$ cat config.mk
export PLATFORM = sky130hd
export DESIGN_NAME = bal_switch_seq
export DESIGN_NICKNAME = d
export VERILOG_FILES = /design/src/rtl/bal_pkg.sv /design/src/rtl/bal_sel_check.sv /design/src/rtl/bal_seq_fsm.sv /design/src/rtl/bal_tap_decoder.sv /design/src/rtl/bal_switch_seq.sv
export SDC_FILE = /design/constraint.sdc
export NUM_CORES = 1
export LEC_CHECK = 0
export BUFFER_PORTS_ARGS = -buffer_cell sky130_fd_sc_hd__buf_2
export CORE_MARGIN = 5
export CORE_UTILIZATION = 43
export CTS_CLUSTER_DIAMETER = 100
export DETAILED_ROUTE_END_ITERATION = 8
export GPL_TIMING_DRIVEN = 0
export PLACE_DENSITY = 0.79
export SETUP_SLACK_MARGIN = 0.3
export SYNTH_ARGS = -nofsm -noshare
export SYNTH_HDL_FRONTEND = slang
export SYNTH_SLANG_ARGS = --single-unit
$ cat constraint.sdc
create_clock -name clk -period 2.08 [get_ports clk]
set_input_delay 0.416 -clock clk [delete_from_list [all_inputs] [get_ports clk]]
set_output_delay 0.416 -clock clk [all_outputs]
set_load 0.02 [all_outputs]
$ cat src/rtl/bal_pkg.sv
package bal_pkg;

   typedef enum logic [2:0] {
      ST_IDLE      = 3'd0,
      ST_OPEN      = 3'd1,
      ST_DEAD      = 3'd2,
      ST_CLOSE_MP  = 3'd3,
      ST_CLOSE_TAP = 3'd4,
      ST_ACTIVE    = 3'd5
   } seq_state_e;

   localparam logic [3:0] POL_ODD  = 4'b0011;
   localparam logic [3:0] POL_EVEN = 4'b1100;

endpackage

$ cat src/rtl/bal_sel_check.sv
module bal_sel_check #(
   parameter int NUM_MODULES      = 4,
   parameter int CELLS_PER_MODULE = 7,
   parameter int MOD_W            = 3,
   parameter int CELL_W           = 4
) (
   input  logic [MOD_W-1:0]  mod_idx,
   input  logic [CELL_W-1:0] cell_idx,
   output logic              sel_valid,
   output logic              cell_odd
);
   localparam logic [MOD_W-1:0]  MOD_LIMIT  = MOD_W'(NUM_MODULES);
   localparam logic [CELL_W-1:0] CELL_LIMIT = CELL_W'(CELLS_PER_MODULE);

   logic mod_ok;
   logic cell_ok;

   always_comb begin
      mod_ok    = (mod_idx < MOD_LIMIT);
      cell_ok   = (cell_idx != '0) && (cell_idx <= CELL_LIMIT);
      sel_valid = mod_ok && cell_ok;
      cell_odd  = cell_idx[0];
   end
endmodule

$ cat src/rtl/bal_seq_fsm.sv
module bal_seq_fsm
   import bal_pkg::*;
#(
   parameter int DEAD_CYCLES = 3
) (
   input  logic       clk,
   input  logic       rst_n,
   input  logic       enable,
   input  logic       fault,
   input  logic       go,
   input  logic       sel_valid,
   output seq_state_e state_q,
   output logic       sample_ok,
   output logic       sample_bad
);
   localparam int CNT_W = (DEAD_CYCLES > 1) ? $clog2(DEAD_CYCLES) : 1;
   localparam logic [CNT_W-1:0] CNT_LAST = CNT_W'(DEAD_CYCLES - 1);

   seq_state_e       state_d;
   logic [CNT_W-1:0] cnt_q;
   logic [CNT_W-1:0] cnt_d;
   logic             abort;
   logic             request;

   always_comb begin
      request    = go && enable && !fault;
      abort      = !request;
      sample_ok  = (state_q == ST_IDLE) && request && sel_valid;
      sample_bad = (state_q == ST_IDLE) && request && !sel_valid;
   end

   always_comb begin
      state_d = state_q;
      cnt_d   = cnt_q;
      unique case (state_q)
         ST_IDLE: begin
            if (sample_ok) state_d = ST_OPEN;
         end
         ST_OPEN: begin
            cnt_d   = '0;
            state_d = ST_DEAD;
         end
         ST_DEAD: begin
            if (cnt_q == CNT_LAST) begin
               state_d = ST_CLOSE_MP;
            end else begin
               cnt_d = cnt_q + 1'b1;
            end
         end
         ST_CLOSE_MP:  state_d = ST_CLOSE_TAP;
         ST_CLOSE_TAP: state_d = ST_ACTIVE;
         ST_ACTIVE:    state_d = ST_ACTIVE;
         default:      state_d = ST_IDLE;
      endcase
      if (abort && (state_q != ST_IDLE)) begin
         state_d = ST_IDLE;
      end
   end

   always_ff @(posedge clk or negedge rst_n) begin
      if (!rst_n) begin
         state_q <= ST_IDLE;
         cnt_q   <= '0;
      end else begin
         state_q <= state_d;
         cnt_q   <= cnt_d;
      end
   end
endmodule

$ cat src/rtl/bal_tap_decoder.sv
module bal_tap_decoder
   import bal_pkg::*;
#(
   parameter int NUM_MODULES      = 4,
   parameter int CELLS_PER_MODULE = 7,
   parameter int MOD_W            = 3,
   parameter int CELL_W           = 4
) (
   input  logic [MOD_W-1:0]                           mod_idx,
   input  logic [CELL_W-1:0]                          cell_idx,
   input  logic                                       cell_odd,
   input  logic                                       close_mp,
   input  logic                                       close_taps,
   output logic [NUM_MODULES*(CELLS_PER_MODULE+1)-1:0] taps,
   output logic [NUM_MODULES-1:0]                     mod_top,
   output logic [NUM_MODULES-1:0]                     mod_bot,
   output logic [3:0]                                 pol
);
   localparam int TAPS_PER_MOD = CELLS_PER_MODULE + 1;

   always_comb begin
      if (!close_mp)     pol = 4'b0000;
      else if (cell_odd) pol = POL_ODD;
      else               pol = POL_EVEN;
   end

   for (genvar m = 0; m < NUM_MODULES; m++) begin : g_mod
      logic hit_mod;
      assign hit_mod = (mod_idx == MOD_W'(m));

      if (NUM_MODULES == 1) begin : g_no_pair
         assign mod_top[m] = 1'b0;
         assign mod_bot[m] = 1'b0;
      end else begin : g_pair
         assign mod_top[m] = close_mp && hit_mod;
         assign mod_bot[m] = close_mp && hit_mod;
      end

      for (genvar j = 0; j < TAPS_PER_MOD; j++) begin : g_tap
         logic is_bottom;
         logic is_top;
         assign is_bottom = (cell_idx == CELL_W'(j + 1));
         assign is_top    = (cell_idx == CELL_W'(j));
         assign taps[m*TAPS_PER_MOD + j] = close_taps && hit_mod && (is_bottom || is_top);
      end
   end
endmodule

$ cat src/rtl/bal_switch_seq.sv
module bal_switch_seq
   import bal_pkg::*;
#(
   parameter int NUM_MODULES      = 4,
   parameter int CELLS_PER_MODULE = 7,
   parameter int DEAD_CYCLES      = 3,
   localparam int MOD_W    = $clog2(NUM_MODULES + 1),
   localparam int CELL_W   = $clog2(CELLS_PER_MODULE + 2),
   localparam int NUM_TAPS = NUM_MODULES * (CELLS_PER_MODULE + 1)
) (
   input  logic                clk,
   input  logic                rst_n,
   input  logic                enable,
   input  logic                fault,
   input  logic                go,
   input  logic [MOD_W-1:0]    module_sel,
   input  logic [CELL_W-1:0]   cell_sel,
   output logic [NUM_TAPS-1:0] cell_tap_drv,
   output logic [NUM_MODULES-1:0] mod_top_drv,
   output logic [NUM_MODULES-1:0] mod_bot_drv,
   output logic [3:0]          pol_drv,
   output logic                path_active,
   output logic                sel_err
);
   if (NUM_MODULES < 1) begin : g_bad_mod
      $error("NUM_MODULES must be at least 1");
   end
   if (CELLS_PER_MODULE < 2) begin : g_bad_cell
      $error("CELLS_PER_MODULE must be at least 2");
   end
   if (DEAD_CYCLES < 1) begin : g_bad_dead
      $error("DEAD_CYCLES must be at least 1");
   end

   seq_state_e          state_q;
   logic                sel_valid;
   logic                cell_odd_in;
   logic                sample_ok;
   logic                sample_bad;
   logic [MOD_W-1:0]    mod_q;
   logic [CELL_W-1:0]   cell_q;
   logic                odd_q;
   logic                close_mp;
   logic                close_taps;

   bal_sel_check #(
      .NUM_MODULES      (NUM_MODULES),
      .CELLS_PER_MODULE (CELLS_PER_MODULE),
      .MOD_W            (MOD_W),
      .CELL_W           (CELL_W)
   ) i_sel_check (
      .mod_idx   (module_sel),
      .cell_idx  (cell_sel),
      .sel_valid (sel_valid),
      .cell_odd  (cell_odd_in)
   );

   bal_seq_fsm #(
      .DEAD_CYCLES (DEAD_CYCLES)
   ) i_fsm (
      .clk        (clk),
      .rst_n      (rst_n),
      .enable     (enable),
      .fault      (fault),
      .go         (go),
      .sel_valid  (sel_valid),
      .state_q    (state_q),
      .sample_ok  (sample_ok),
      .sample_bad (sample_bad)
   );

   always_ff @(posedge clk or negedge rst_n) begin
      if (!rst_n) begin
         mod_q       <= '0;
         cell_q      <= '0;
         odd_q       <= 1'b0;
         sel_err     <= 1'b0;
         path_active <= 1'b0;
      end else begin
         if (sample_ok) begin
            mod_q   <= module_sel;
            cell_q  <= cell_sel;
            odd_q   <= cell_odd_in;
            sel_err <= 1'b0;
         end else if (sample_bad) begin
            sel_err <= 1'b1;
         end
         path_active <= (state_q == ST_CLOSE_TAP || state_q == ST_ACTIVE)
                        && go && enable && !fault;
      end
   end

   always_comb begin
      close_mp   = (state_q == ST_CLOSE_MP) || (state_q == ST_CLOSE_TAP)
                   || (state_q == ST_ACTIVE);
      close_taps = (state_q == ST_CLOSE_TAP) || (state_q == ST_ACTIVE);
   end

   bal_tap_decoder #(
      .NUM_MODULES      (NUM_MODULES),
      .CELLS_PER_MODULE (CELLS_PER_MODULE),
      .MOD_W            (MOD_W),
      .CELL_W           (CELL_W)
   ) i_decoder (
      .mod_idx    (mod_q),
      .cell_idx   (cell_q),
      .cell_odd   (odd_q),
      .close_mp   (close_mp),
      .close_taps (close_taps),
      .taps       (cell_tap_drv),
      .mod_top    (mod_top_drv),
      .mod_bot    (mod_bot_drv),
      .pol        (pol_drv)
   );
endmodule

==> impl.org, run 1 <==
** Clock tree
- In this run the deepest clock path goes through 2 buffers.
- CTS placed an instance of sky130_fd_sc_hd__clkbuf_4 at the clock tree root.
- Clk sink count :: 14
- In this run the number of H-tree levels came out at 1.
- The number of clock buffers added by TritonCTS is 3.
- For this design, the CTS-stage hold fixing added 0 buffers.

** Run status
- The tool reported: "[ERROR DPL-0033] detailed placement checks failed during check placement".
- Terminating stage of the flow :: global routing
- Status :: aborted with a tool error

** Synth
- The share of the synthesized area in compound gates (AO/OA/AOI/OAI) is 0.07587.
- Top cells by area in the synthesized netlist :: sky130_fd_sc_hd__dfrtp_1 35%, sky130_fd_sc_hd__nor2_1 15%, sky130_fd_sc_hd__mux2_2 5.6%, sky130_fd_sc_hd__buf_4 4.5%, sky130_fd_sc_hd__buf_6 3.4%
- Of the total synthesized cell area, the portion taken by full adders, half adders and majority gates is 0.01244.
- After synthesis, the share of cell area in mux cells is 0.05597.
- Synthesis produced a netlist with a net count of 134.
- Synthesized flop and latch total :: 14
- Biggest area consumer among synthesized cells :: sky130_fd_sc_hd__dfrtp_1
- Mean area per synthesized cell :: 8.314 um^2
- Area of the mapped netlist :: 1006 um^2
- Of the post-synthesis cell area, the dominant cell type holds 0.3483.
- After synthesis, the share of flip-flops with an asynchronous set or reset is 1.000.
- Of the total synthesized cell area, the portion taken by AND, OR, NAND and NOR gates is 0.3918.
- In the synthesized netlist the dominant register cell turns out to be sky130_fd_sc_hd__dfrtp_1.
- Main combinational cell family by area after synthesis :: simple AND/OR/NAND/NOR gates
- In the post-synthesis netlist, the cell with the most instances is sky130_fd_sc_hd__nor2_1.
- Counting instances in the post-synthesis netlist gives the leading cell types as 40 x sky130_fd_sc_hd__nor2_1, 14 x sky130_fd_sc_hd__dfrtp_1, 7 x sky130_fd_sc_hd__nand2_1.
- The share of the Yosys chip area taken by registers is 0.3483.
- Counting distinct cell types in the post-synthesis netlist gives 35.
- Cell count after synthesis :: 121
- Number of synthesized flops with an enable pin :: 0
- Total number of yosys warnings :: 0
- Synth Area in XOR/XNOR :: 0.01741

** Global routing
- Entering global routing, the biggest net connects 15 pins.
- Antenna violations before repair :: 1

** Die
- Die W :: 58.37 um
- In this run the core area contains 17 standard-cell rows.
- The die is 58.37 um tall.
- Initial core utilization :: 0.4504
- Pin placement for this block handled 58 I/O pins.

** Timing
- The global-route repair_timing pass left the worst setup endpoint at cell_tap_drv[18].
- After the last repair the worst path ends at a primary output.

** Placed design
- Before CTS, the worst setup slack after placement is 106.8 ps.
- Once detailed placement completed, the half-perimeter wirelength came to 2197 um.
- I/O Buffers :: 57
- At the end of routability-driven placement, the weighted congestion stood at 0.8210.
per-stage QoR:
stage / std cells / cell area, um^2 / setup TNS, ps
after CTS: 220 / 1996 / -1155
after detailed placement: 206 / 1473 / 0
after global placement: 206 / 1473 / 0
after floorplan: 121 / 1152 / 0
cell families after synthesis:
kind of cell | Yosys count
AOI/OAI and AO/OA | 10
xor gates and xnor gates | 2
adders and majority gates | 1
buffers and inverters | 14
DFF | 14
muxes | 5
and+or+nand+nor | 75
repair_timing:
action,4_1_cts
gates resized for setup,119
setup buffers,10
pin swaps,10
endpoints found under the setup margin,44
==> run 2: changes to the inputs <==
- CORE_AREA: unset -> 5 5 66 68
- CORE_MARGIN: 5 -> unset
- CORE_UTILIZATION: 43 -> unset
- CTS_CLUSTER_DIAMETER: 100 -> unset
- DIE_AREA: unset -> 0 0 71 73
- PLACE_DENSITY: 0.79 -> unset
- PLACE_DENSITY_LB_ADDON: unset -> 0.15
- SETUP_SLACK_MARGIN: 0.3 -> unset
==> impl.org, run 2 <==
** Run status
- Status: complete, but fails checks (was aborted with a tool error).
- Violations in the final reports :: setup timing

** Detailed routing
- The first detailed-routing pass ran for 4 iterations.
- Number of DRC violations after detailed-routing iteration 0 :: 27
- DR top layer :: met4
- For this block, wires on met1 add up to 1109 um.
- Post-route antenna net violation count :: 0
- In the detailed route, the total length drawn on met3 is 269 um.
- The routed layout has 1,069 vias.
- The routed design uses 1580 um of met2 wire.
- WL final :: 2981 um
- Number of vias per cell after detailed routing :: 4.549
- Detailed-route DRC error count :: 0
- In the final routed layout, each cell accounts on average for 12.69 um.

** Layout
- Register ranked first by flip-flop count :: cell_q
- For this run, the share of the core covered by cells in the final layout is 0.4150.
- Number of diodes :: 0
- The library cells used most frequently in the layout, excluding fill and tap cells, are 46 x sky130_fd_sc_hd__buf_2, 33 x sky130_fd_sc_hd__nor2_1, 20 x sky130_fd_sc_hd__buf_4.
- The library cell used most frequently in the layout, excluding fill and tap cells, is sky130_fd_sc_hd__buf_2.
- At the end of the flow, the number of nets in the layout was 200.
- Largest register FFs :: 4
- In the final layout, the registers with the most flip-flops are cell_q: 4 flops, i_fsm.state_q: 3 flops, mod_q: 3 flops.
- Of the cells placed in the final design, the portion with a size suffix greater than 1 is 0.5676.
- The area growth from synthesis to layout is 56.72%.

** Synth
- The number of nets in the synthesized netlist came to 134 (unchanged).
- Most numerous cell in the Yosys netlist :: sky130_fd_sc_hd__nor2_1 (unchanged)
- Library cells used by synthesis :: 35 (unchanged)
- Commonest cells in the synthesized netlist: 40 x sky130_fd_sc_hd__nor2_1, 14 x sky130_fd_sc_hd__dfrtp_1, 7 x sky130_fd_sc_hd__nand2_1 (unchanged).
- Synth Area in XOR/XNOR :: 0.01741 (unchanged)
- The leading area contributor after synthesis was sky130_fd_sc_hd__dfrtp_1 (unchanged).
- Fraction of synthesized cell area taken by the top area cell type :: 0.3483 (unchanged)
- The post-synthesis cell count is 121 (unchanged).
- The total of warnings raised by yosys came to 0 (unchanged).
- The multiplexer area fraction after synthesis is 0.05597 (unchanged).
- Basic-gate share of the synthesized area counting and, or, nand and nor cells :: 0.3918 (unchanged)
- Top cells by area in the synthesized netlist: sky130_fd_sc_hd__dfrtp_1 35%, sky130_fd_sc_hd__nor2_1 15%, sky130_fd_sc_hd__mux2_2 5.6%, sky130_fd_sc_hd__buf_4 4.5%, sky130_fd_sc_hd__buf_6 3.4% (unchanged).
- Adder-cell share of the synthesized area :: 0.01244 (unchanged)
- The dominant register cell in the synthesized netlist was sky130_fd_sc_hd__dfrtp_1 (unchanged).
- The share of the synthesized area in compound gates (AO/OA/AOI/OAI) is 0.07587 (unchanged).
- The post-synth design cell area is 1006 um^2 (unchanged).
- Main combinational cell family by area after synthesis :: simple AND/OR/NAND/NOR gates (unchanged)
- The post-synthesis average cell area is 8.314 um^2 (unchanged).
- Fraction of synthesis flops using an asynchronous set or reset pin :: 1.000 (unchanged)
- Synthesized flop and latch total :: 14 (unchanged)
- The sequential area share after synthesis is 0.3483 (unchanged).
- Number of synthesized flops with an enable pin :: 0 (unchanged)

** Clock tree
- The cell chosen for the clock root is sky130_fd_sc_hd__clkbuf_8 (was sky130_fd_sc_hd__clkbuf_4).
- TritonCTS built the clock tree.
- The number of buffers inserted by hold repair at cts came to 0 (unchanged).
- After clock tree synthesis, the clock-pin slew on the worst setup and hold paths is 50 ps.
- The later pin in the worst-skew pair is clocked with a latency of 240 ps.
- Total CTS buffers :: 3 (unchanged)
- Clock Path Buffers :: 2 (unchanged)
- CTS H-Tree Depth :: 1 (unchanged)
- The clock sink count is 14 (unchanged).

** Timing
- Headroom to the max-slew limit came out at 0.7819.
- Max Transition Viols Final :: 0
- Timing-limited maximum frequency :: 470.7 MHz
- At the pin with the least slew margin, the transition time is 327.2 ps.
- Final hold viol count :: 0
- Setup repair after global routing could not meet its margin everywhere.
- Worst Clk Skew :: 3.094 ps
- TNS Setup :: -145.1 ps
- Setup slack on the critical path of the routed design comes to -44.67 ps.
- Min Hold Slack :: 69.35 ps
- Setup violation total in the final timing report :: 7
- Of the available clock period, the critical path in the final layout requires 1.021.
- For the finished layout, the period the worst path requires is 2125 ps.

** Run
- Max-cap violations in this run came to 0.

** Critical path
- The largest individual stage delay along the critical path comes from the cell sky130_fd_sc_hd__or4b_4.
- CP Data Required Time :: 1660 ps
- STA classifies the critical path endpoint as an output port.
- The signal on the critical path passes through nand2b_4, or4b_4, nor2_1, buf_4.
- Critical setup path kind :: flip-flop to output port
- Max FO, Critical Path :: 8
- Arrival time at the worst endpoint :: 1710 ps
- Sort of element at the start of the critical path :: flip-flop
- Peak per-stage delay on the critical path :: 600 ps

** Die
- The floorplan step defined a die boundary enclosing 5183 um^2.
- The row count was 23 (was 17).
- The initial cell density of the core was 0.2648 (was 0.4504).
- Core area :: 3799 um^2
- Die H :: 73 um (was 58.37 um)
- The number of placed I/O pins is 58 (unchanged).
- Die W :: 71 um (was 58.37 um)

** Global routing
- Residual overflow from global routing :: 0
- The via count of the first global-routing pass is 1,035.
- Pin count of the biggest net entering global routing :: 15
- The initial antenna violation count was 0.
- The first global-routing pass estimated 4712 um of wire.
- For this run, the total global-route usage over all layers was measured as 0.1124.

** Power
- Largest vdd supply drop :: 0.2196 mV
- Of the total power, the share spent switching nets is 0.3231.
- The internal power of the cells totals 0.0005405 W.
- Share of power burned in registers :: 0.431
- Leak :: 0.7669 nW
- In this run the power density over the cells is 506.5 nW/um^2.
- Summed over all nets, the switching power comes to 0.0002580 W.
- Relative contribution of combinational cells to total power :: 0.306
- Power share of the clock group :: 0.263

** Placed design
- The post-placement worst setup slack came to 113.9 ps (was 106.8 ps).
- I/O Buffers :: 57 (unchanged)
- The post-DP HPWL came to 2295 um (was 2197 um).
- Final GP Congestion :: 0.7427 (was 0.8210)

** Hold path
- Worst min-delay path category :: input pin to async pin
[run 2: power by group through the flow]
stage / registers (W) / clock network, W / logic [W]
6_report: 0.000344 / 0.000210 / 0.000245
5_1_grt: 0.000349 / 0.000234 / 0.000271
4_1_cts: 0.000330 / 0.000222 / 0.000228
3_5_place_dp: 0.000330 / 0 / 0.000219
3_3_place_gp: 0.000329 / 0 / 0.000211
2_1_floorplan: 0.000329 / 0 / 0.000162
[run 2: logic make-up (layout without fill, tap and decap cells)]
| group | count (synthesis) | count (layout) |
|---|---|---|
| fa+ha+maj | 1 | 1 |
| flops | 14 | 14 |
| simple gates | 75 | 75 |
| xor+xnor | 2 | 2 |
| compound gates | 10 | 10 |
| mux | 5 | 5 |
| buf+inv | 14 | 78 |
[run 2: path summary, 6_finish.rpt]
path	depth (start not counted)	startpoint	to	slack (ps)
worst min-delay path	1	rst_n	sel_err	70
min in group clk	2	module_sel[0]	mod_q[0]	410
worst max-delay path	4	i_fsm.state_q[1]	cell_tap_drv[19]	-40
worst min register to register	1	sel_err	sel_err	480
worst max register to register	4	i_fsm.state_q[1]	mod_q[1]	490
max in group asynchronous	1	rst_n	mod_q[0]	1740
[run 2: what timing repair did]
action | 4_1_cts | 5_1_grt
pin swaps | 9 | 6
endpoints found under the setup margin | 20 | 29
gates resized for setup | 15 | 27
endpoints found under the hold margin | 0 | 0
gates cloned | 0 | 0
buffers inserted | 5 | 4
[run 2: final cells by class]
type | count | area, um^2
Inverter | 1 | 3.754
Buffer | 8 | 67.56
Tap cell | 50 | 62.56
Fill cell | 402 | 2222
Clock buffer | 3 | 41.29
Multi-Input combinational cell | 93 | 643.1
Timing Repair Buffer | 66 | 402.9
Sequential cell | 14 | 355.3
[run 2: metrics by stage]
stage	cell area (um^2)	total power (W)	instances
finish	1577	0.0007985	235
floorplan	1025	0.0004913	121
global route	1577	0.0008532	235
detailed placement	1373	0.0005488	228
CTS	1468	0.0007802	233
global placement	1373	0.0005399	228
[run 2: critical path, delay by kind of cell (launching register included)]
family,cells,cell delay (ps)
DFF,1,400
buffers and inverters,1,160
and+or+nand+nor,3,900
[run 2: metal layers]
metal  up-vias  track usage
met3         2      0.03030
li1        533            -
met4         0      0.05010
met5         -            0
met2        38       0.2091
met1       496       0.1179
(Power assumes the default switching activity.)
